<file path="src/rtl/sinc_decimator.sv">
module sinc_decimator #(
  parameter int M_MAX = 64,
  localparam int RW = $clog2(M_MAX + 1),
  localparam int AW = 3 * $clog2(M_MAX) + 2
) (
  input  logic                 clk,
  input  logic                 rst_n,
  input  logic                 in_valid,
  input  logic                 in_bit,
  input  logic                 sinc3_sel,
  input  logic [RW-1:0]        dec_ratio,
  output logic signed [AW-1:0] out_word,
  output logic                 out_valid
);

  logic [RW-1:0] m_eff, m_q, cnt;
  logic          sel_q, cfg_chg, dec, settled;
  logic [1:0]    settle_cnt;
  logic signed [AW-1:0] x, i1, i2, i3, i1n, i2n, i3n;
  logic signed [AW-1:0] d1, d3a, d3b, d3c, c1, ca, cb, cc;

  assign m_eff   = (dec_ratio < RW'(2)) ? RW'(2) : dec_ratio;
  assign cfg_chg = (sinc3_sel != sel_q) || (m_eff != m_q);
  assign dec     = in_valid && !cfg_chg && (cnt == m_q - RW'(1));
  assign settled = sel_q ? (settle_cnt >= 2'd2) : 1'b1;

  assign x   = in_bit ? AW'(1) : '1;
  assign i1n = i1 + x;
  assign i2n = i2 + i1n;
  assign i3n = i3 + i2n;

  assign c1 = i1n - d1;
  assign ca = i3n - d3a;
  assign cb = ca - d3b;
  assign cc = cb - d3c;

  always_ff @(posedge clk or negedge rst_n) begin
    if (!rst_n) begin
      sel_q      <= 1'b0;
      m_q        <= RW'(2);
      cnt        <= '0;
      settle_cnt <= '0;
      i1 <= '0; i2 <= '0; i3 <= '0;
      d1 <= '0; d3a <= '0; d3b <= '0; d3c <= '0;
      out_word   <= '0;
      out_valid  <= 1'b0;
    end else if (cfg_chg) begin
      sel_q      <= sinc3_sel;
      m_q        <= m_eff;
      cnt        <= '0;
      settle_cnt <= '0;
      i1 <= '0; i2 <= '0; i3 <= '0;
      d1 <= '0; d3a <= '0; d3b <= '0; d3c <= '0;
      out_word   <= '0;
      out_valid  <= 1'b0;
    end else begin
      out_valid <= dec && settled;
      if (in_valid) begin
        i1  <= i1n;
        i2  <= i2n;
        i3  <= i3n;
        cnt <= dec ? '0 : cnt + RW'(1);
      end
      if (dec) begin
        d1  <= i1n;
        d3a <= i3n;
        d3b <= ca;
        d3c <= cb;
        out_word <= sel_q ? cc : c1;
        if (settle_cnt != 2'd3) settle_cnt <= settle_cnt + 2'd1;
      end
    end
  end

endmodule


</file>
<file path="config.mk">
export PLATFORM = sky130hd
export DESIGN_NAME = sinc_decimator
export DESIGN_NICKNAME = d
export VERILOG_FILES = /design/src/rtl/sinc_decimator.sv
export SDC_FILE = /design/constraint.sdc
export NUM_CORES = 1
export LEC_CHECK = 0
export BUFFER_PORTS_ARGS = -buffer_cell sky130_fd_sc_hd__buf_2
export CORE_UTILIZATION = 55
export CTS_CLUSTER_DIAMETER = 50
export CTS_CLUSTER_SIZE = 40
export DETAILED_ROUTE_END_ITERATION = 8
export PLACE_DENSITY = 0.81
export RECOVER_POWER = 25
export SLEW_MARGIN = 20
export SYNTH_ARGS = -nofsm -noshare
export SYNTH_HDL_FRONTEND = slang
export SYNTH_SLANG_ARGS = --single-unit
</file>
<file path="constraint.sdc">
create_clock -name clk -period 9.95 [get_ports clk]
set_input_delay 1.4925 -clock clk [delete_from_list [all_inputs] [get_ports clk]]
set_output_delay 1.4925 -clock clk [all_outputs]
set_load 0.1 [all_outputs]
</file>
==> results.md <==
- Async set-or-reset flop fraction in the synthesized netlist: 1.000
- Max Clock Skew: around 0.012 ns
- WL final: 31.32 mm
- Reg2reg start: i1[0]
- Die Y: between 150 and 200 um
- Largest net degree at the start of global routing: 120
- Post-synth EDFFs: 0
- Critical path class: in2reg
- Core Box Area: 24320 sq um
- HPWL after DPL: 22.23 mm
- Max-cap violations: 1
- Root Driver: clkbuf_16
- CP top delay family: compound AO/OA/AOI/OAI gates
- Starting Density: 0.5592
- Mapped Area: 13600 sq um
- CP max FO: 17
- Critical Path AT: 9.68 ns
- Worst hold-check path type: reg2reg
- CTS sink cnt: ~180
- Initial antenna violation count: 0
- Buf/Inv on CP: 3
- Setup crit end kind: register
- Synth cell types: 68
- N_diodes: 0
- Final period utilization: 0.9353
- Syn Inst Count: roughly 1600
- Via-to-Cell Ratio: 5.790
- Final cell count without fillers: 1963
- Max Fclk: 0.1075 GHz
- Grt total ovfl: 0
- Share of cells above drive strength 1: 0.05613
- Antenna-violating nets left: 0
- Clock transition at path regs: 0.07 ns
- Top cells by area, synth: dfrtp_1 (33%), ha_1 (13%), a21oi_1 (5.9%), xnor2_1 (5.9%), nand2_1 (5.0%)
- P per Cell Area: around 140 nW/um^2
- Worst path slowest cell: ha_1
- Min cycle time layout: 9.306 ns
- Via Count: 11370
- DR DRC count: 0
- P_leak: 6.535 nW
- Top cells by count, synth: nand2_1 (182), nor2_1 (181), dfrtp_1 (177)
- IO buf count: 32
- Die Area: 25360 sq um
- First-pass GRT wire length: 52.92 mm
- Htree depth: 4
- Failing checks: max-capacitance violations, max-slew violations
- Syn_area_per_cell: roughly 8.4 sq um
- Slew HR: -3.354
- Worst Hold Path EP: out_word[0]
- WL/cell: 15.96 um
- GRT Util Overall: 0.2549
- Post-CTS setup buffer count: 0
- Synth area leader: dfrtp_1
- Layout area overhead: 8.326%
- Final hold violations: 0
- Hold_sp: out_word[0]
- TNS Setup: 0 ns
- RR Endpoint: out_word[18]
- CTS tree: done
- R2r setup slk: 1.31 ns
- CP Data Required Time: 10.33 ns
- CTS Buffer Depth: 2
- Yosys warns: 0
- CTS buffer count: 17
- Dominant synthesized flop cell: dfrtp_1
- RD Place Congestion: 0.8652
- Die width: 159.3 um
- Critical path startpoint category: input pin
- Proportion of synthesized chip area in sequential cells: 0.3276
- Status: finished, violations left
- Vias in the first global route: between 10000 and 15000
- Final core utilization: 0.6058
- Register bit total from synthesis: 178
- Total power: between 0.0015 and 0.002 W
- Drt pass-1 iters: 5
- RSZ-0062 raised after global routing: false
- Worst R2R Path Depth: 37
- Hold Path Stages: 2
- Peak VDD IR: 0.1032 mV
- Slew Viols, Final: 120
- CP peak stage delay: approximately 0.40 ns
- Cell with the most instances after synthesis: nand2_1
- Dpl cells: 1932
- Final nets: 1787
- Final Setup Violations: 0
- Row Count: 57
- 1st-iter DRT viols: 670
- Worst skew pair latency: 0.44 ns
- I/O pin count: 33
- Yosys top cell area share: 0.3257
- Slew @ Worst Pin: 6.530 ns
- Synthesized Nets: 1782
## per-layer routing
metal / wire, um / GRT usage / up-vias
met1: 13780 / 0.3120 / 5435
li1: - / - / 5617
met4: 780 / 0.09572 / 0
met3: 1385 / 0.04715 / 54
met2: 15380 / 0.4456 / 259
met5: 0 / 0 / -
## power by group
group | internal [W] | total, W | switching, W | leakage [nW]
clock network | 0.000450 | 0.000760 | 0.000309 | 0.314
registers | 0.000726 | 0.000728 | 0.00000223 | 2.47
logic | 0.000210 | 0.000511 | 0.000301 | 3.75
total | 0.00139 | 0.00200 | 0.000613 | 6.54
## cell usage in the layout (no fill, tap or decap), drive strengths merged, types with 6 or more instances in the layout
cell,n
o211ai,14
o21ai,77
nor2b,20
nor3,43
dfrtp,177
ha,141
a21boi,11
nand3b,6
a211oi,34
xnor2,94
or3,13
buf,40
mux2i,51
a21oi,161
and2,7
nand4,7
a31oi,10
a21o,31
and3,14
nand3,26
xor2,37
nand2,182
fa,7
nand2b,15
nor2,181
clkbuf,24
o21a,20
inv,126
## logic make-up (layout without fill, tap and decap cells)
kind of cell,after synthesis,after routing,share of synthesized area
muxes,52,52,0.03836
AOI/OAI and AO/OA,404,404,0.1845
and+or+nand+nor,525,525,0.1698
buffers and inverters,182,199,0.05023
adders and majority gates,148,148,0.1400
DFF,178,178,0.3276
xor gates and xnor gates,133,133,0.08951
## layout make-up
cell class | count | area (sq um)
fill | 2027 | 9587
multi-input combinational | 1262 | 8498
sequential | 178 | 4456
inverter | 121 | 454.2
clock buffer | 17 | 425.4
tap | 324 | 405.4
timing repair buffer | 47 | 266.5
clock inverter | 14 | 227.7
## sequential cells by signal, summed over array words and instances, names as in the netlist, 20 cells and up
name	flops
d1	20
d3a	20
d3b	20
d3c	20
i1	20
i2	20
i3	20
out_word	20
## worst max path at each step
stage / depth (start not counted) / endpoint / slack, ns / startpoint
6_report: 38 / out_word[18] / 0.64 / in_bit
5_1_grt: 38 / out_word[18] / 0.01 / in_bit
4_1_cts: 38 / out_word[18] / 0.50 / in_bit
3_5_place_dp: 38 / out_word[18] / 0.12 / in_bit
3_3_place_gp: 38 / out_word[18] / 0.45 / in_bit
2_1_floorplan: 37 / out_word[18] / 0.75 / in_bit
## worst register-to-register path, delay by kind of cell, from the launching register on
family | cells | cell delay, ns
and+or+nand+nor | 9 | 1.49
DFF | 1 | 0.50
adders and majority gates | 6 | 2.15
xor gates and xnor gates | 5 | 0.90
AOI/OAI and AO/OA | 16 | 3.39
buffers and inverters | 1 | 0.16
## stage by stage
step	setup slack (ns)	cell area, sq um	hold WS (ns)
finish	0.6441	14730	0.5135
global route	0.01028	14730	0.5349
CTS	0.5023	14740	0.5193
detailed placement	0.1188	14080	0.4875
global placement	0.4522	14080	0.4821
floorplan	0.7512	13600	0.4695
## repair_timing
item	in CTS	in global routing
gates resized for setup	0	2
endpoints found under the setup margin	0	1
hold buffers	0	0
(Power assumes the default switching activity.)
